File: src/rtl/stx_pkg.sv
package stx_pkg;
    typedef enum logic [2:0] {
        ST_IDLE, ST_START, ST_DATA, ST_PARITY, ST_STOP1, ST_STOP2
    } tx_state_t;

    localparam int LEN_W = 4;

    // code 0..4 -> 5..9 bits, larger codes -> 9 bits
    function automatic logic [LEN_W-1:0] code_to_len(input logic [2:0] code);
        return (code > 3'd4) ? LEN_W'(9) : LEN_W'(code) + LEN_W'(5);
    endfunction
endpackage

File: src/rtl/stx_queue.sv
module stx_queue #(
    parameter int DEPTH  = 16,
    parameter int DATA_W = 9
) (
    input  logic              clk,
    input  logic              rst,
    input  logic              flush,
    input  logic              single,
    input  logic              push,
    input  logic [DATA_W-1:0] push_data,
    input  logic              pop,
    output logic [DATA_W-1:0] head,
    output logic              empty,
    output logic              full
);
    localparam int AW = (DEPTH > 1) ? $clog2(DEPTH) : 1;
    localparam int CW = $clog2(DEPTH + 1);

    logic [DATA_W-1:0] mem [DEPTH];
    logic [AW-1:0]     wr_ptr, rd_ptr;
    logic [CW-1:0]     count;
    logic              push_ok, pop_ok;

    assign empty   = (count == '0);
    assign full    = single ? (count != '0) : (count == CW'(DEPTH));
    assign push_ok = push && !full && !flush;
    assign pop_ok  = pop && !empty && !flush;
    assign head    = mem[rd_ptr];

    function automatic logic [AW-1:0] bump(input logic [AW-1:0] p);
        return (p == AW'(DEPTH - 1)) ? '0 : p + AW'(1);
    endfunction

    always_ff @(posedge clk) begin
        if (rst || flush) begin
            wr_ptr <= '0;
            rd_ptr <= '0;
            count  <= '0;
        end else begin
            if (push_ok) wr_ptr <= bump(wr_ptr);
            if (pop_ok)  rd_ptr <= bump(rd_ptr);
            if (push_ok && !pop_ok)      count <= count + CW'(1);
            else if (pop_ok && !push_ok) count <= count - CW'(1);
        end
    end

    always_ff @(posedge clk) begin
        if (push_ok) mem[wr_ptr] <= push_data;
    end
endmodule

File: src/rtl/stx_framer.sv
module stx_framer
    import stx_pkg::*;
#(
    parameter int DATA_W        = 9,
    parameter int TICKS_PER_BIT = 16
) (
    input  logic              clk,
    input  logic              rst,
    input  logic              baud_tick,
    input  logic              src_valid,
    input  logic [DATA_W-1:0] src_data,
    input  logic [LEN_W-1:0]  cfg_len,
    input  logic              cfg_par_en,
    input  logic              cfg_par_odd,
    input  logic              cfg_two_stop,
    output logic              src_pop,
    output logic              busy,
    output logic              ser_bit
);
    localparam int TW = (TICKS_PER_BIT > 1) ? $clog2(TICKS_PER_BIT) : 1;

    tx_state_t         state_q, state_d;
    logic [TW-1:0]     tick_q;
    logic [LEN_W-1:0]  idx_q, len_q;
    logic [DATA_W-1:0] sh_q, mask, masked;
    logic              par_q, pen_q, two_q, bit_done;

    always_comb begin
        for (int i = 0; i < DATA_W; i++) mask[i] = (i < int'(cfg_len));
    end
    assign masked   = src_data & mask;
    assign bit_done = baud_tick && (tick_q == TW'(TICKS_PER_BIT - 1));

    // next-state
    always_comb begin
        state_d = state_q;
        unique case (state_q)
            ST_IDLE:   if (src_valid) state_d = ST_START;
            ST_START:  if (bit_done) state_d = ST_DATA;
            ST_DATA:   if (bit_done && idx_q == len_q - LEN_W'(1))
                           state_d = pen_q ? ST_PARITY : ST_STOP1;
            ST_PARITY: if (bit_done) state_d = ST_STOP1;
            ST_STOP1:  if (bit_done) state_d = two_q ? ST_STOP2 : ST_IDLE;
            ST_STOP2:  if (bit_done) state_d = ST_IDLE;
            default:   state_d = ST_IDLE;
        endcase
    end

    // state and datapath registers
    always_ff @(posedge clk) begin
        if (rst) begin
            state_q <= ST_IDLE;
            tick_q  <= '0;
            idx_q   <= '0;
            len_q   <= LEN_W'(8);
            sh_q    <= '0;
            par_q   <= 1'b0;
            pen_q   <= 1'b0;
            two_q   <= 1'b0;
        end else begin
            state_q <= state_d;
            if (state_q == ST_IDLE) begin
                tick_q <= '0;
                if (src_valid) begin
                    sh_q  <= masked;
                    par_q <= (^masked) ^ cfg_par_odd;
                    len_q <= cfg_len;
                    pen_q <= cfg_par_en;
                    two_q <= cfg_two_stop;
                    idx_q <= '0;
                end
            end else if (baud_tick) begin
                tick_q <= bit_done ? '0 : tick_q + TW'(1);
            end
            if (state_q == ST_DATA && bit_done) begin
                sh_q  <= sh_q >> 1;
                idx_q <= idx_q + LEN_W'(1);
            end
        end
    end

    // outputs
    always_comb begin
        src_pop = (state_q == ST_IDLE) && src_valid;
        busy    = (state_q != ST_IDLE);
        unique case (state_q)
            ST_START:  ser_bit = 1'b0;
            ST_DATA:   ser_bit = sh_q[0];
            ST_PARITY: ser_bit = par_q;
            default:   ser_bit = 1'b1;
        endcase
    end
endmodule

File: src/rtl/serial_tx_core.sv
module serial_tx_core
    import stx_pkg::*;
#(
    parameter int DATA_W        = 9,
    parameter int FIFO_DEPTH    = 16,
    parameter int TICKS_PER_BIT = 16
) (
    input  logic              clk,
    input  logic              rst,
    input  logic              baud_tick,
    input  logic              wr_en,
    input  logic [DATA_W-1:0] wr_data,
    input  logic              cfg_fifo_en,
    input  logic [2:0]        cfg_len,
    input  logic              cfg_par_en,
    input  logic              cfg_par_odd,
    input  logic              cfg_two_stop,
    input  logic              cfg_break,
    input  logic              irq_en,
    output logic              txd,
    output logic [7:0]        line_status,
    output logic              irq
);
    logic              fifo_en_q, flush;
    logic              q_empty, q_full, pop, busy, ser_bit;
    logic [DATA_W-1:0] head;

    always_ff @(posedge clk) begin
        if (rst) fifo_en_q <= 1'b0;
        else     fifo_en_q <= cfg_fifo_en;
    end
    assign flush = (cfg_fifo_en != fifo_en_q);

    stx_queue #(.DEPTH(FIFO_DEPTH), .DATA_W(DATA_W)) u_queue (
        .clk(clk), .rst(rst), .flush(flush), .single(!cfg_fifo_en),
        .push(wr_en), .push_data(wr_data), .pop(pop),
        .head(head), .empty(q_empty), .full(q_full)
    );

    stx_framer #(.DATA_W(DATA_W), .TICKS_PER_BIT(TICKS_PER_BIT)) u_framer (
        .clk(clk), .rst(rst), .baud_tick(baud_tick),
        .src_valid(!q_empty), .src_data(head),
        .cfg_len(code_to_len(cfg_len)), .cfg_par_en(cfg_par_en),
        .cfg_par_odd(cfg_par_odd), .cfg_two_stop(cfg_two_stop),
        .src_pop(pop), .busy(busy), .ser_bit(ser_bit)
    );

    assign txd         = cfg_break ? 1'b0 : ser_bit;
    assign line_status = {1'b0, q_empty && !busy, q_empty, 5'b0};
    assign irq         = irq_en && q_empty;
endmodule

File: config.mk
export PLATFORM = sky130hd
export DESIGN_NAME = serial_tx_core
export DESIGN_NICKNAME = d
export VERILOG_FILES = /design/src/rtl/stx_pkg.sv /design/src/rtl/stx_queue.sv /design/src/rtl/stx_framer.sv /design/src/rtl/serial_tx_core.sv
export SDC_FILE = /design/constraint.sdc
export NUM_CORES = 1
export LEC_CHECK = 0
export CAP_MARGIN = 20
export CORE_ASPECT_RATIO = 1.5
export CORE_UTILIZATION = 40
export DETAILED_ROUTE_END_ITERATION = 10
export GPL_ROUTABILITY_DRIVEN = 0
export REMOVE_ABC_BUFFERS = 1
export SLEW_MARGIN = 10
export SYNTH_ARGS = -nofsm -noshare
export SYNTH_HDL_FRONTEND = slang
export SYNTH_SLANG_ARGS = --single-unit
export TNS_END_PERCENT = 100
File: constraint.sdc
create_clock -name clk -period 3.35 [get_ports clk]
set_input_delay 0.5025 -clock clk [delete_from_list [all_inputs] [get_ports clk]]
set_output_delay 0.5025 -clock clk [all_outputs]
set_load 0.03 [all_outputs]
==> qor.yml, run 1 <==
status: "finished, final reports clean"
start_util_pct: 40.9
io_buffer_count: 25
row_count: 63
die_w_microns: 118
syn_area_per_cell_sq_um: 14.6
io_pins: 32
hold_depth: 2
fin_hold_ws_ns: 0.460
r2r_cells: 13
worstHoldEndpoint: "u_framer.two_q"
fin_skew_ns: 0.0125
numCtsBuffers: 17
p_leak_nw: 3.08
grt_pass1_wl_mm: 26.7
slew_headroom_pct: 58.9
avgViaCountPerCell: 5.33
cts_tree: "done"
yosysSeqAreaShare_pct: 64.3
insertion_delay_ns: 0.43
timing.rr.end: "u_queue.count[4]"
crit_type: "flop to flop"
ant_nets: 0
core_area_sq_um: 19900
peakVddDrop_mv: 0.354
num_vias: 4684
cts_buffer_depth: 2
drt-pass1-iter-count: 5
wirelength_mm: 17.3
grt_usage_pct: 17.4
setup_ws_ns: 0.287
syn2layout_area_growth_pct: 15.5
grt_overflow_total: 0
max_freq_ghz: 0.327
htreeDepth: 4
die_h_microns: 177
layout-drive-gt1-share_pct: 17.3
clk_transition_reported_paths_ns: 0.08
regToRegStartpoint: "u_queue.count[0]"
drt_iter0_markers: 469
dpl_cell_area_sq_um: 8780
cts_num_sinks: 189
drc_errors: 0
r2r_slack_ns: 0.29
synth.distinct_cells: 55
ys_ff_latch: 189
grt_pass1_vias: 4723
worst_ep_required_time_ns: 3.71
worst_slew_pin_slew_ns: 0.615
design_area_sq_um: 9390
synthFlopType: "edfxtp_1"
critPathLaunchType: "flop"
period_share_pct: 91.4
layout.nets: 642
endpoint_kind: "flop"
hold_viol: 0
drv_cap: 0
die_area_sq_um: 20900
critPathMaxFanout: 5
cts_hold_buf: 0
finalNonFillerCells: 878
period_needed_ns: 3.06
syn-cell-area_sq_um: 8130
root_buffer: "clkbuf_16"
hp-class: "flop to flop"
wl_per_cell_microns: 19.7
grt_antenna_before_repair: 0
slew_violations: 0
place_ws_ns: 0.144
synth_edf_count: 144
async_reset_ff_share_pct: 0
finalSetupViolCount: 0
antennaDiodeCount: 0
place_hpwl_mm: 11.3
worstPathArrival_ns: 3.42
grt_max_degree: 35
p_per_area_nw_per_um2: 721
ys_warn_count: 0
postSynthCellCount: 558
fin_tns_setup_ns: 0
hold_start: "u_framer.two_q"
rsz0062_at_grt: "no"
placed_cells: 846
worst max-delay path by stage:
| stage | start | end | slack [ns] | cells after the start |
|---|---|---|---|---|
| 3_5_place_dp | cfg_fifo_en | u_queue.count[4] | 0.14 | 13 |
| 6_report | u_queue.count[0] | u_queue.count[4] | 0.29 | 13 |
| 5_1_grt | u_queue.count[0] | u_queue.count[4] | 0.04 | 13 |
| 2_1_floorplan | u_queue.count[0] | u_queue.count[4] | -0.21 | 12 |
| 3_3_place_gp | cfg_fifo_en | u_queue.count[4] | 0.17 | 13 |
| 4_1_cts | u_queue.count[0] | u_queue.count[4] | 0.22 | 12 |
power by group:
group	leakage [nW]	switching (mW)	total (mW)	internal, mW
Clock	0.283	0.975	1.98	1.01
Combinational	1.13	1.08	1.97	0.891
Sequential	1.66	0.134	2.81	2.67
metrics by stage:
stage          total power, mW  utilization, %
2_1_floorplan             4.21               -
3_3_place_gp              4.78            44.2
3_5_place_dp              4.82            44.2
4_1_cts                   6.79            47.2
5_1_grt                   7.12            47.3
6_report                  6.76            47.3
kinds of logic after synthesis:
logic type      after synthesis  share of synthesized area (%)
flops                       189                           64.3
simple gates                140                           8.21
compound gates               90                           7.28
mux                          52                           11.9
buf+inv                      48                           3.23
xor+xnor                     23                           2.65
fa+ha+maj                    15                           2.40
other cells                   1                         0.0462
repair_timing:
item	CTS	global route
buffers inserted	0	0
gates resized for setup	0	3
endpoints found under the hold margin	0	0
endpoints found under the setup margin	0	1
placed cells by master (no fill, tap or decap), types with 14 or more instances in the layout:
| cell | n |
|---|---|
| nor2_1 | 51 |
| nor3_1 | 14 |
| edfxtp_1 | 144 |
| ha_1 | 14 |
| mux4_2 | 20 |
| clkdlybuf4s50_1 | 25 |
| nand2_1 | 32 |
| buf_4 | 31 |
| a21oi_1 | 37 |
| dfxtp_1 | 45 |
| clkbuf_16 | 17 |
worst max-delay path, stage by stage, from the launching register on:
cell and delay [ns]:
dfxtp_1 0.36, or4_4 0.58, nor3_1 0.15, a21oi_1 0.06, o21ai_1 0.11, and2_1 0.15
ha_1 0.18, inv_1 0.11, fa_1 0.42, a21o_1 0.18, a21oi_2 0.15, xnor2_1 0.09
or3_1 0.30, a21oi_1 0.15
synthesized netlist by cell type, types with 4 or more instances:
cell type  number  area (sq um)
inv_1          13          48.8
o21ai_0         9          45.0
edfxtp_1      144          4320
xor2_1         12           105
mux4_1         11           289
a221oi_1        6          52.6
dfxtp_1        45           901
xnor2_1        10          87.6
nand2b_1       10          62.6
ha_1           14           175
buf_2           6          30.0
buf_4          12          90.1
a21oi_1        38           190
nor2_1         51           191
nand3_1         4          20.0
nand2_1        32           120
nor3_1         15          75.1
a22oi_1         4          30.0
mux2i_1         9          90.1
mux2_2         11           124
a211oi_1        6          45.0
clkbuf_1       10          37.5
nor2b_1         9          56.3
or3_1           4          25.0
buf_6           4          45.0
mux4_2         20           450
registers in the layout, summed over array words and instances (netlist names), named ones only:
register / count
u_queue.mem: 144
u_framer.sh_q: 9
u_queue.count: 5
u_framer.idx_q: 4
u_framer.len_q: 4
u_framer.tick_q: 4
u_queue.rd_ptr: 4
u_queue.wr_ptr: 4
u_framer.state_q: 3
fifo_en_q: 1
u_framer.par_q: 1
u_framer.pen_q: 1
u_framer.two_q: 1
layout make-up:
type | instances | area [sq um]
Tap cell | 260 | 325
Clock buffer | 17 | 425
Clock inverter | 15 | 171
Inverter | 13 | 48.8
Timing Repair Buffer | 58 | 523
Sequential cell | 189 | 5230
Fill cell | 1724 | 10500
Multi-Input combinational cell | 326 | 2670
metal layers:
metal  global-route usage (%)  share of wire [%]
met1                     20.4                 41
met2                     31.5                 54
met3                     3.29                2.9
met4                     6.80                1.9
met5                        0                  0
Power figures use the tool's default switching activity.
==> run 2, diff against run 1 <==
SKIP_CTS_REPAIR_TIMING = 1   (was default)
==> results of run 2 <==
The final DEF is identical to that of run 1; final timing and power are the same.
==> run 3, diff against run 2 <==
CTS_CLUSTER_DIAMETER = 40   (was default)
SYNTH_HIERARCHICAL = 1   (was default)
==> qor.yml, run 3 <==
fin_hold_ws_ns: 0.466  # +0.00647 ns
start_util_pct: 41.1  # +0.18 points
hold_viol: 0  # unchanged
worst_slew_pin_slew_ns: 0.641  # +0.0265 ns
switching_share_pct: 27.0  # -5.4 points
pwr-share-comb_pct: 15.6  # -14 points
row_count: 63  # unchanged
yosysTopAreaCellShare_pct: 52.8  # -0.45 points
muxShareOfSynthArea_pct: 10.5  # -1.3 points
drt-pass1-iter-count: 5  # unchanged
p_leak_nw: 3.14  # +2.0%
yosys-top-cells-count: "edfxtp_1, nor2_1, nand2_1"
synth_compound_area_share_pct: 7.79  # +0.50 points
drv_cap: 0  # unchanged
yosysSeqAreaShare_pct: 63.8  # -0.54 points
syn-cell-area_sq_um: 8190  # +0.85%
fin_skew_ns: 0.00915  # -0.00333 ns
period_needed_ns: 3.03  # -0.0337 ns
core_area_sq_um: 19900  # +0.40%
critPathLaunchType: "flop"
max_flop_register: "u_queue/mem"
finalNonFillerCells: 892  # +1.6%
worst_ep_required_time_ns: 3.73  # +0.02 ns
avgViaCountPerCell: 5.44  # +2.0%
top_layer_used: "met4"
synth-simple-area-share_pct: 10.1  # +1.9 points
synth_edf_count: 144  # unchanged
wl_per_cell_microns: 18.7  # -5.2%
ys_ff_latch: 189  # unchanged
syn_area_per_cell_sq_um: 14.1  # -3.0%
final_common_cell: "edfxtp_1"
die_h_microns: 177  # +0.42%
grt_overflow_total: 0  # unchanged
ant_nets: 0  # unchanged
drt_iter0_markers: 353  # -25%
p_int_mw: 4.10  # -10%
synthFlopType: "edfxtp_1"
p_per_area_nw_per_um2: 595  # -17%
rsz0062_at_grt: "no"
cts_tree: "done"
cts_buffer_depth: 2  # unchanged
endpoint_kind: "flop"
numCtsBuffers: 17  # unchanged
p_seq_share_pct: 47.4  # +5.9 points
io_pins: 32  # unchanged
layout-drive-gt1-share_pct: 17.4  # +0.091 points
power.share.clock_pct: 37.0  # +7.7 points
slew_violations: 0  # unchanged
crit_type: "flop to flop"
mostFrequentLayoutCells: "edfxtp_1, nor2_1, nand2_1"
placed_cells: 860  # +1.7%
slew_headroom_pct: 56.7  # -2.2 points
p_sw_mw: 1.52  # -31%
synth_adder_area_share_pct: 2.53  # +0.13 points
ys_warn_count: 6  # +6
drc_errors: 0  # unchanged
io_buffer_count: 25  # unchanged
grt_pass1_vias: 4949  # +4.8%
max_freq_ghz: 0.330  # +1.1%
async_reset_ff_share_pct: 0  # unchanged
num_vias: 4854  # +3.6%
period_share_pct: 90.4  # -1.0 points
worstPathArrival_ns: 3.41  # about the same
critPathMaxFanout: 5  # unchanged
layout.nets: 657  # +2.3%
grt_max_degree: 37  # +5.7%
antennaDiodeCount: 0  # unchanged
place_ws_ns: 0.218  # +0.0738 ns
synth_xor_xnor_area_share_pct: 1.99  # -0.66 points
synth_top_area_cell: "edfxtp_1"
synth.distinct_cells: 62  # +13%
finalSetupViolCount: 0  # unchanged
wirelength_mm: 16.7  # -3.7%
synth_most_common_cell: "edfxtp_1"
clk_transition_reported_paths_ns: 0.07  # about the same
finalPower_mw: 5.62  # -17%
wl_met3_microns: 534  # +4.9%
peakVddDrop_mv: 0.355  # +0.33%
cts_num_sinks: 189  # unchanged
postSynthCellCount: 580  # +3.9%
fin_util_pct: 47.4  # +0.13 points
syn2layout_area_growth_pct: 15.3
synth_top_family_by_area: "multiplexers"
place_hpwl_mm: 11.5  # +1.8%
htreeDepth: 4  # unchanged
largest_reg_flops: 144  # unchanged
insertion_delay_ns: 0.43  # about the same
yosys-top-cells-area: "edfxtp_1, dfxtp_1, mux4_2"
reg_top3: "u_queue/mem: 144 flops, u_framer/sh_q: 9 flops, u_queue/count: 5 flops"
die_area_sq_um: 21100  # +0.83%
setup_ws_ns: 0.321  # +0.0337 ns
grt_pass1_wl_mm: 26.7  # about the same
status: "finished, final reports clean"
route.met2.wl_mm: 9.23  # -0.78%
routedLengthMet1_mm: 6.46  # -9.8%
die_w_microns: 119  # +0.41%
hp-class: "flop to flop"
grt_antenna_before_repair: 0  # unchanged
root_buffer: "clkbuf_16"
grt_usage_pct: 17.0  # -0.49 points
==> run 3: kinds of logic (layout without fill, tap and decap cells) <==
kind of cell             Yosys count  after routing
flip-flops                       189            189
XOR/XNOR                          17             17
AND/OR/NAND/NOR                  169            169
multiplexers                      40             40
buffers and inverters             56            103
adder cells (fa/ha/maj)           16             16
AO/OA/AOI/OAI                     92             92
other                              1              6
==> run 3: path summary, 6_finish.rpt <==
check,slack [ns],startpoint,endpoint,cells past startpoint
min reg2reg,0.47,u_framer/two_q,u_framer/two_q,2
min,0.47,u_framer/two_q,u_framer/two_q,2
max reg2reg,0.32,u_queue/count[0],u_queue/count[4],14
max,0.32,u_queue/count[0],u_queue/count[4],14
==> run 3: cell type report <==
type / count / area (sq um)
timing repair buffer: 52 / 478
multi-input combinational: 340 / 2730
tap: 260 / 325
inverter: 19 / 71.3
sequential: 189 / 5230
fill: 1703 / 10500
clock buffer: 17 / 425
clock inverter: 15 / 198
==> run 3: critical path, stage by stage (launching register included) <==
cell      delay, ns
dfxtp_1        0.35
or4_4          0.61
nor2_2         0.15
inv_1          0.08
nand2_1        0.08
inv_1          0.06
o21ai_1        0.10
or2_2          0.14
ha_1           0.20
inv_1          0.12
ha_1           0.35
a21oi_1        0.10
a211o_1        0.31
a211oi_1       0.20
a31o_2         0.13
==> run 3: routing by layer <==
layer | GRT usage (%) | vias up
li1 | - | 2278
met1 | 18.6 | 2437
met2 | 31.6 | 113
met3 | 2.99 | 26
met4 | 7.91 | 0
met5 | 0 | -
==> run 3: through the flow <==
step                      instance area [sq um]  setup TNS (ns)
after floorplan                            8020           -1.73
after CTS                                  9440               0
final                                      9450               0
after detailed placement                   8820               0
after global placement                     8820               0
after global routing                       9450               0
==> run 3: power by group through the flow <==
stage / clock [mW] / combinational (mW) / sequential, mW
after floorplan: 0 / 0.581 / 2.71
after global placement: 0 / 0.850 / 2.71
after detailed placement: 0 / 0.877 / 2.72
after CTS: 2.14 / 0.881 / 2.67
after global routing: 2.23 / 0.963 / 2.68
final: 2.08 / 0.875 / 2.66
